--- src/rtl/tetra_seq_pkg.sv ---
package tetra_seq_pkg;

    // Phase identifiers used for the step order.
    typedef enum logic [1:0] {
        PH_A = 2'd0,
        PH_B = 2'd1,
        PH_C = 2'd2
    } phase_e;

    localparam int NUM_PH = 3;

endpackage

--- src/rtl/tetra_seq_rank.sv ---
// Orders the three phases by decreasing fraction; equal fractions keep a > b > c.
module tetra_seq_rank
    import tetra_seq_pkg::*;
#(
    parameter int FRAC_W = 8
) (
    input  logic [NUM_PH-1:0][FRAC_W-1:0] frac_i,
    output phase_e [NUM_PH-1:0]           ord_o
);

    logic a_over_b, a_over_c, b_over_c;
    logic [1:0] rank_a, rank_b, rank_c;

    always_comb begin
        // "x over y" means x rises no later than y.
        a_over_b = frac_i[0] >= frac_i[1];
        a_over_c = frac_i[0] >= frac_i[2];
        b_over_c = frac_i[1] >= frac_i[2];

        rank_a = 2'(!a_over_b) + 2'(!a_over_c);
        rank_b = 2'(a_over_b)  + 2'(!b_over_c);
        rank_c = 2'(a_over_c)  + 2'(b_over_c);

        for (int k = 0; k < NUM_PH; k++) begin
            ord_o[k] = PH_A;
        end
        ord_o[rank_c] = PH_C;
        ord_o[rank_b] = PH_B;
        ord_o[rank_a] = PH_A;
    end

endmodule

--- src/rtl/tetra_seq_thresh.sv ---
// Cumulative step thresholds: step k+1 begins at cycle FULL - frac of the k-th rising phase.
module tetra_seq_thresh
    import tetra_seq_pkg::*;
#(
    parameter int FRAC_W = 8
) (
    input  logic [NUM_PH-1:0][FRAC_W-1:0] frac_i,
    input  phase_e [NUM_PH-1:0]           ord_i,
    output logic [NUM_PH-1:0][FRAC_W:0]   thr_o
);

    localparam logic [FRAC_W:0] FULL = (FRAC_W+1)'(1) << FRAC_W;

    always_comb begin
        for (int k = 0; k < NUM_PH; k++) begin
            thr_o[k] = FULL - {1'b0, frac_i[ord_i[k]]};
        end
    end

endmodule

--- src/rtl/tetra_seq_dec.sv ---
// Decodes the period count against the held thresholds into levels and step number.
module tetra_seq_dec
    import tetra_seq_pkg::*;
#(
    parameter int LVL_W  = 4,
    parameter int FRAC_W = 8
) (
    input  logic [FRAC_W-1:0]             cnt_i,
    input  logic [NUM_PH-1:0][LVL_W-1:0]  base_i,
    input  logic [NUM_PH-1:0][FRAC_W:0]   thr_i,
    input  phase_e [NUM_PH-1:0]           ord_i,
    output logic [NUM_PH-1:0][LVL_W-1:0]  lvl_o,
    output logic [1:0]                    state_o
);

    logic [NUM_PH-1:0] crossed;

    always_comb begin
        for (int k = 0; k < NUM_PH; k++) begin
            crossed[k] = {1'b0, cnt_i} >= thr_i[k];
        end
        state_o = 2'(crossed[0]) + 2'(crossed[1]) + 2'(crossed[2]);
    end

    for (genvar p = 0; p < NUM_PH; p++) begin : g_phase
        logic [NUM_PH-1:0] hit;
        always_comb begin
            for (int k = 0; k < NUM_PH; k++) begin
                hit[k] = (ord_i[k] == phase_e'(p)) && crossed[k];
            end
            lvl_o[p] = base_i[p] + LVL_W'(|hit);
        end
    end

endmodule

--- src/rtl/tetra_seq.sv ---
module tetra_seq
    import tetra_seq_pkg::*;
#(
    parameter int LVL_W  = 4,
    parameter int FRAC_W = 8
) (
    input  logic              clk_i,
    input  logic              rst_ni,
    input  logic [LVL_W-1:0]  lvl_a_i,
    input  logic [LVL_W-1:0]  lvl_b_i,
    input  logic [LVL_W-1:0]  lvl_c_i,
    input  logic [FRAC_W-1:0] frac_a_i,
    input  logic [FRAC_W-1:0] frac_b_i,
    input  logic [FRAC_W-1:0] frac_c_i,
    output logic [LVL_W-1:0]  lvl_a_o,
    output logic [LVL_W-1:0]  lvl_b_o,
    output logic [LVL_W-1:0]  lvl_c_o,
    output logic [1:0]        state_o,
    output logic              period_o
);

    localparam logic [FRAC_W-1:0] CNT_MAX = '1;
    localparam logic [FRAC_W:0]   FULL    = (FRAC_W+1)'(1) << FRAC_W;

    typedef struct packed {
        logic [FRAC_W-1:0]            cnt;
        logic [NUM_PH-1:0][LVL_W-1:0] base;
        logic [NUM_PH-1:0][FRAC_W:0]  thr;
        phase_e [NUM_PH-1:0]          ord;
    } seq_t;

    seq_t st_d, st_q;

    logic [NUM_PH-1:0][FRAC_W-1:0] frac_in;
    phase_e [NUM_PH-1:0]           ord_w;
    logic [NUM_PH-1:0][FRAC_W:0]   thr_w;
    logic [NUM_PH-1:0][LVL_W-1:0]  lvl_w;
    logic [1:0]                    state_w;

    assign frac_in = {frac_c_i, frac_b_i, frac_a_i};

    tetra_seq_rank #(.FRAC_W(FRAC_W)) u_rank (
        .frac_i (frac_in),
        .ord_o  (ord_w)
    );

    tetra_seq_thresh #(.FRAC_W(FRAC_W)) u_thresh (
        .frac_i (frac_in),
        .ord_i  (ord_w),
        .thr_o  (thr_w)
    );

    tetra_seq_dec #(.LVL_W(LVL_W), .FRAC_W(FRAC_W)) u_dec (
        .cnt_i   (st_q.cnt),
        .base_i  (st_q.base),
        .thr_i   (st_q.thr),
        .ord_i   (st_q.ord),
        .lvl_o   (lvl_w),
        .state_o (state_w)
    );

    always_comb begin
        st_d     = st_q;
        st_d.cnt = st_q.cnt + 1'b1;
        if (st_q.cnt == CNT_MAX) begin
            // period boundary: capture the whole new operating point at once
            st_d.base = {lvl_c_i, lvl_b_i, lvl_a_i};
            st_d.thr  = thr_w;
            st_d.ord  = ord_w;
        end
    end

    always_ff @(posedge clk_i) begin
        if (!rst_ni) begin
            st_q.cnt  <= CNT_MAX;
            st_q.base <= '0;
            for (int k = 0; k < NUM_PH; k++) begin
                st_q.thr[k] <= FULL;
                st_q.ord[k] <= phase_e'(k);
            end
        end else begin
            st_q <= st_d;
        end
    end

    assign lvl_a_o  = lvl_w[0];
    assign lvl_b_o  = lvl_w[1];
    assign lvl_c_o  = lvl_w[2];
    assign state_o  = state_w;
    assign period_o = (st_q.cnt == '0);

endmodule

--- config.mk ---
export PLATFORM = sky130hd
export DESIGN_NAME = tetra_seq
export DESIGN_NICKNAME = d
export VERILOG_FILES = /design/src/rtl/tetra_seq_pkg.sv /design/src/rtl/tetra_seq_rank.sv /design/src/rtl/tetra_seq_thresh.sv /design/src/rtl/tetra_seq_dec.sv /design/src/rtl/tetra_seq.sv
export SDC_FILE = /design/constraint.sdc
export NUM_CORES = 1
export LEC_CHECK = 0
export ABC_AREA = 1
export CAP_MARGIN = 20
export CORE_MARGIN = 2
export CORE_UTILIZATION = 52
export CTS_CLUSTER_DIAMETER = 80
export DETAILED_ROUTE_END_ITERATION = 7
export PLACE_DENSITY = 0.75
export RECOVER_POWER = 100
export SLEW_MARGIN = 10
export SYNTH_ARGS = -nofsm -noshare
export SYNTH_HDL_FRONTEND = slang
export SYNTH_SLANG_ARGS = --single-unit
--- constraint.sdc ---
create_clock -name clk_i -period 6.4 [get_ports clk_i]
set_input_delay 0.96 -clock clk_i [delete_from_list [all_inputs] [get_ports clk_i]]
set_output_delay 0.96 -clock clk_i [all_outputs]
set_load 0.01 [all_outputs]
==> results of run 1 <==
-- area by class of cell --
type,instances,area share
clock buffer,6,0.01582
sequential,53,0.2032
tap,108,0.02588
multi-input combinational,529,0.5715
clock inverter,2,0.002636
inverter,110,0.07908
timing repair buffer,55,0.1018
-- routing by layer --
layer	part of all wire	track usage	routed length, um
met2	0.48	0.4489	5742
met1	0.46	0.3382	5564
met3	0.045	0.02792	542
met5	0	0	0
met4	0.017	0.05983	208
-- report_power, final --
group / switching [mW] / internal [mW] / total, mW / leakage [nW]
Combinational: 0.415 / 0.253 / 0.669 / 2.11
Sequential: 0.0463 / 0.393 / 0.440 / 0.435
Clock: 0.114 / 0.0881 / 0.202 / 0.0512
-- metrics by stage --
step,hold slack (ns),worst slack (ns)
finish,0.4122,1.447
global route,0.4340,1.035
CTS,0.4157,1.678
detailed placement,0.3911,1.361
global placement,0.3861,1.378
floorplan,0.3753,2.828
-- kinds of logic (layout without fill, tap and decap cells) --
logic type,after synthesis,after routing,share of synthesized area
xor gates and xnor gates,10,10,0.01912
adders and majority gates,66,66,0.1819
buffers and inverters,128,173,0.1114
and+or+nand+nor,313,313,0.2945
DFF,53,53,0.2316
AOI/OAI and AO/OA,140,140,0.1614
-- synth_stat cells --
master / n
clkinv_1: 1
dfxtp_1: 53
nor3_1: 5
nor4_1: 1
o21ai_0: 69
xor2_1: 6
nand2_2: 3
a2bb2oi_1: 1
inv_2: 2
fa_1: 1
inv_1: 107
nor2_2: 4
a21oi_1: 53
o21ai_2: 3
nor2_1: 69
nand3_2: 2
buf_6: 3
a31oi_1: 3
nor3_4: 2
buf_2: 6
nand4_1: 9
ha_1: 65
or2_2: 1
nand3_1: 54
o21ai_1: 3
nand2_1: 158
xnor2_1: 4
clkbuf_1: 9
nand3b_1: 4
o211ai_1: 7
a211oi_1: 1
and2_1: 1
-- cells in the final DEF (no fill, tap or decap), types with 4 or more instances in the layout --
cell / count
nor3_1: 6
xor2_1: 6
xnor2_1: 4
o21ai_0: 71
inv_1: 109
nand3_1: 54
nand2_1: 160
clkbuf_8: 6
a21oi_1: 53
nor2_1: 71
nand4_1: 9
ha_1: 65
nand3b_1: 4
clkdlybuf4s50_1: 35
dlygate4sd3_1: 17
o211ai_1: 7
dfxtp_1: 53
-- how the worst max path moves through the flow --
stage                                        to  slack (ns)  cells past startpoint
after floorplan           st_q[10]$_SDFFE_PN0N_        2.83                     22
after global placement     st_q[8]$_SDFFE_PN0N_        1.38                     18
after detailed placement   st_q[8]$_SDFFE_PN0N_        1.36                     18
after CTS                 st_q[12]$_SDFFE_PN0N_        1.68                     20
after global routing      st_q[11]$_SDFFE_PN0N_        1.03                     20
final                     st_q[11]$_SDFFE_PN0N_        1.45                     20
-- critical path, stage by stage --
cell,delay [ns]
dlygate4sd3_1,0.58
inv_1,0.11
ha_1,0.30
a21oi_1,0.21
o21ai_0,0.11
nand2_1,0.07
o211ai_1,0.08
a31oi_1,0.35
inv_1,0.13
ha_1,0.44
nor3_1,0.71
nand2_1,0.13
nand2_1,0.20
nand2_1,0.09
nor2_1,0.28
nand2_1,0.08
nand2_1,0.07
nand3_1,0.09
nand2_1,0.12
inv_1,0.04
==> impl_metrics.env, run 1 <==
export IMPL_status="complete, but fails checks"
export IMPL_violations="capacitance limit, slew limit"
export IMPL_fp_dieW_um=97.86
export IMPL_power_density_mw_per_mm2=251.0
export IMPL_cts_root_buf="clkbuf_8"
export IMPL_reg2reg_depth=12
export IMPL_dp_cells=853
export IMPL_ys_top_cells_by_area="dfxtp_1 (23%), ha_1 (18%), nand2_1 (13%)"
export IMPL_wl_per_cell_um=13.97
export IMPL_postCtsSetupBuffers=0
export IMPL_path_class="in -> reg"
export IMPL_post_route_period_util=0.7739
export IMPL_hp_class="reg -> reg"
export IMPL_track_usage=0.2561
export IMPL_worstPathArrival_ns=5.17
export IMPL_cts_buffers_inserted=5
export IMPL_syn_inst=710
export IMPL_placed_cell_area_sq_mm=0.005146
export IMPL_cts_sink_count=53
export IMPL_drt_first_iter_violations=234
export IMPL_fin_tns_setup_ns=0
export IMPL_largest_reg_flops=53
export IMPL_yosys_warnings=0
export IMPL_cp_end_kind="flip-flop"
export IMPL_cts_resized=0
export IMPL_grt_start_max_net_pins=55
export IMPL_utilization=0.6046
export IMPL_crit_path_start_kind="primary input"
export IMPL_multi_input_area_sq_mm=0.002984
export IMPL_fin_area_sq_mm=0.005221
export IMPL_relSlewSlack=-0.4746
export IMPL_setup_violations=0
export IMPL_slew_viol_final=55
export IMPL_die_h_um=97.86
export IMPL_whs_endpoint="st_q[45]$_SDFF_PN1_"
export IMPL_synth_top_area_frac=0.2316
export IMPL_final_layout_size_suffix_gt1_frac=0.02252
export IMPL_drtPass1Iterations=5
export IMPL_clkTransAtPathRegs_ns=0.10
export IMPL_syn_area_sq_mm=0.004581
export IMPL_grt_pass1_vias=4349
export IMPL_whs_path_depth=1
export IMPL_worst_pin_slew_ns=2.212
export IMPL_ios=53
export IMPL_gp_congestion=0.9742
export IMPL_skew_ns=0.009828
export IMPL_antenna_found_initial=0
export IMPL_seq_area_frac_synth=0.2316
export IMPL_areaGrowthSynthToFinish_pct=13.99
export IMPL_reg_top3="st_q (53)"
export IMPL_min_from="st_q[45]$_SDFF_PN1_"
export IMPL_max_cap_viol_count=1
export IMPL_leakagePower_nw=2.600
export IMPL_clk_latency_ns=0.31
export IMPL_peakVddDrop_uv=92.43
export IMPL_clock_fmax_ghz=0.2019
export IMPL_r2r_start="st_q[46]$_SDFF_PN1_"
export IMPL_finalHoldViolations=0
export IMPL_clockBufferDepth=2
export IMPL_drtAntennaViolNets=0
export IMPL_core_sq_mm=0.008636
export IMPL_syn_nets=814
export IMPL_worstPathRequired_ns=6.62
export IMPL_viasPerCell=5.322
export IMPL_cts_max_level=2
export IMPL_cts_hold_buf=0
export IMPL_drc=0
export IMPL_top_register="st_q"
export IMPL_path_max_fanout=19
export IMPL_final_seq_area_sq_mm=0.001061
export IMPL_die_area_sq_mm=0.009576
export IMPL_critPathLaunch="frac_c_i[1]"
export IMPL_nets=858
export IMPL_rsz0062_at_grt="no"
export IMPL_avgSynthCellArea_sq_um=6.452
export IMPL_finalPower_mw=1.310
export IMPL_stdcell_count=863
export IMPL_grt_pass1_wl_mm=20.37
export IMPL_diodes=0
export IMPL_core_rowCount=34
export IMPL_num_vias=4593
export IMPL_totalWireLength_mm=12.06
export IMPL_period_needed_ns=4.953
export IMPL_start_util=0.5304
export IMPL_yosysUniqueCellTypes=32
export IMPL_rrSetupSlack_ns=1.79
export IMPL_fillCellCount=849
export IMPL_yosys_register_bits=53
export IMPL_port_buffers=52
export IMPL_cts_tree="done"
export IMPL_dp_hpwl_mm=9.449
export IMPL_grt_remaining_overflow=0
export IMPL_synth_top_area_cell="dfxtp_1"
export IMPL_r2r_end="st_q[13]$_SDFFE_PN0N_"
Note: power is estimated with default switching activity, not from simulation.
==> run 2: changes to the inputs <==
- PLACE_DENSITY: 0.75 -> 0.78
- clock period: 6.4 -> 4.51 ns (I/O delays scaled with it)
==> impl_metrics.env, run 2 (same netlist as run 1, synthesis figures left out) <==
export IMPL_status="finished clean"
export IMPL_port_buffers=52
export IMPL_leakagePower_nw=2.614
export IMPL_cts_buffers_inserted=5
export IMPL_power_frac_comb=0.517
export IMPL_antenna_found_initial=0
export IMPL_drtPass1Iterations=4
export IMPL_setup_slack_ns=0.4283
export IMPL_power_density_mw_per_mm2=351.1
export IMPL_cts_resized=0
export IMPL_r2r_end="st_q[14]$_SDFFE_PN1N_"
export IMPL_worst_pin_slew_ns=1.330
export IMPL_fillCellCount=865
export IMPL_cp_end_kind="flip-flop"
export IMPL_drc=0
export IMPL_die_h_um=97.86
export IMPL_core_sq_mm=0.008636
export IMPL_grt_remaining_overflow=0
export IMPL_swShare=0.4382
export IMPL_grt_pass1_wl_mm=20.22
export IMPL_final_cell_mix="nand2_1 (158), inv_1 (108), nor2_1 (70), o21ai_0 (69), ha_1 (65)"
export IMPL_viasPerCell=5.313
export IMPL_postCtsSetupBuffers=0
export IMPL_path_class="in -> reg"
export IMPL_max_cap_viol_count=0
export IMPL_relSlewSlack=0.1131
export IMPL_clk_latency_ns=0.31
export IMPL_diodes=0
export IMPL_r2r_start="st_q[46]$_SDFF_PN1_"
export IMPL_p_int_mw=1.037
export IMPL_largest_reg_flops=53
export IMPL_fin_tns_setup_ns=0
export IMPL_core_rowCount=34
export IMPL_worstPathArrival_ns=4.26
export IMPL_pre_cts_slack_ns=0.2698
export IMPL_multi_input_area_sq_mm=0.003000
export IMPL_rrSetupSlack_ns=1.85
export IMPL_switching_power_mw=0.8091
export IMPL_gp_congestion=0.9118
export IMPL_skew_ns=0.008106
export IMPL_grt_pass1_vias=4505
export IMPL_crit_end="st_q[31]$_SDFFE_PN0N_"
export IMPL_drt_first_iter_violations=173
export IMPL_finalHoldViolations=0
export IMPL_period_needed_ns=4.082
export IMPL_clockBufferDepth=2
export IMPL_critPathLaunch="frac_b_i[3]"
export IMPL_reg2reg_depth=10
export IMPL_wl_per_cell_um=13.88
export IMPL_totalWireLength_mm=12.04
export IMPL_start_util=0.5304
export IMPL_drtAntennaViolNets=0
export IMPL_nets=862
export IMPL_worstPathRequired_ns=4.69
export IMPL_setup_violations=0
export IMPL_clkPwrFrac=0.145
export IMPL_reg_top3="st_q (53)"
export IMPL_post_route_period_util=0.9050
export IMPL_num_vias=4606
export IMPL_layout_cells_most_common="nand2_1"
export IMPL_cts_tree="done"
export IMPL_hp_class="reg -> reg"
export IMPL_areaGrowthSynthToFinish_pct=14.80
export IMPL_clock_fmax_ghz=0.2450
export IMPL_die_area_sq_mm=0.009576
export IMPL_crit_path_start_kind="primary input"
export IMPL_peakVddDrop_uv=182.0
export IMPL_slew_viol_final=0
export IMPL_top_register="st_q"
export IMPL_track_usage=0.2561
export IMPL_cts_root_buf="clkbuf_8"
export IMPL_path_max_fanout=9
export IMPL_dp_hpwl_mm=9.617
export IMPL_final_layout_size_suffix_gt1_frac=0.03426
export IMPL_clkTransAtPathRegs_ns=0.10
export IMPL_final_seq_area_sq_mm=0.001061
export IMPL_rsz0062_at_grt="no"
export IMPL_grt_start_max_net_pins=55
export IMPL_cts_sink_count=53
export IMPL_cts_max_level=2
export IMPL_power_frac_seq=0.338
export IMPL_fp_dieW_um=97.86
export IMPL_ios=53
export IMPL_cts_hold_buf=0
[run 2: changes by cell type in the layout (fill, tap and decap cells not counted), sizes merged]
| cell | before | now |
|---|---|---|
| buf | 0 | 5 |
| clkdlybuf4s50 | 35 | 34 |
| clkinv | 3 | 1 |
| clkinvlp | 0 | 1 |
| dlygate4sd3 | 17 | 18 |
[run 2: critical path, stage by stage]
cell and delay, ns:
dlygate4sd3_1 0.67, inv_1 0.09, ha_1 0.30, a21oi_1 0.15
o21ai_0 0.10, nand2_1 0.06, o211ai_1 0.08, a31oi_1 0.28
inv_1 0.12, ha_1 0.25, clkbuf_1 0.17, nor3_2 0.49
nand2_1 0.17, o21ai_2 0.15, nand2_1 0.13, nor2_1 0.16
a21oi_1 0.08, nor2_1 0.11, nor2_1 0.04
[run 2: worst min path at each step]
stage | from | endpoint | slack, ns | cells after the start
final | st_q[45]$_SDFF_PN1_ | st_q[45]$_SDFF_PN1_ | 0.41 | 1
after global routing | st_q[45]$_SDFF_PN1_ | st_q[45]$_SDFF_PN1_ | 0.45 | 1
after CTS | st_q[45]$_SDFF_PN1_ | st_q[45]$_SDFF_PN1_ | 0.41 | 1
after detailed placement | st_q[45]$_SDFF_PN1_ | st_q[45]$_SDFF_PN1_ | 0.39 | 1
after global placement | st_q[45]$_SDFF_PN1_ | st_q[45]$_SDFF_PN1_ | 0.39 | 1
after floorplan | st_q[45]$_SDFF_PN1_ | st_q[45]$_SDFF_PN1_ | 0.38 | 1
[run 2: power by group through the flow]
stage | combinational, mW | sequential [mW] | clock (mW)
after floorplan | 0.694 | 0.613 | 0
after global placement | 0.939 | 0.630 | 0
after detailed placement | 0.969 | 0.634 | 0
after CTS | 0.974 | 0.623 | 0.274
after global routing | 1.10 | 0.635 | 0.297
final | 0.955 | 0.623 | 0.268
[run 2: routing by layer]
| metal | GRT usage | share of wire | vias up |
|---|---|---|---|
| met5 | 0 | 0 | - |
| met4 | 0.09829 | 0.023 | 0 |
| li1 | - | - | 2411 |
| met2 | 0.4626 | 0.49 | 98 |
| met1 | 0.3117 | 0.45 | 2075 |
| met3 | 0.02720 | 0.032 | 22 |
[run 2: metrics by stage]
step	hold slack (ns)	area [sq um]	util	std cells	power, mW
after CTS	0.4147	5275	0.6108	867	1.871
after global placement	0.3865	5191	0.6011	859	1.568
after detailed placement	0.3916	5191	0.6011	859	1.603
after global routing	0.4468	5259	0.6090	867	2.028
after floorplan	0.3753	4581	-	710	1.307
final	0.4112	5259	0.6090	867	1.846
[run 2: area by class of cell]
class	instances	area share
well taps	108	0.02570
inverters	110	0.07852
repair buffers	59	0.1075
multi-input cells	529	0.5705
clock buffers	7	0.01451
flip-flops and latches	53	0.2018
clock inverters	1	0.001428
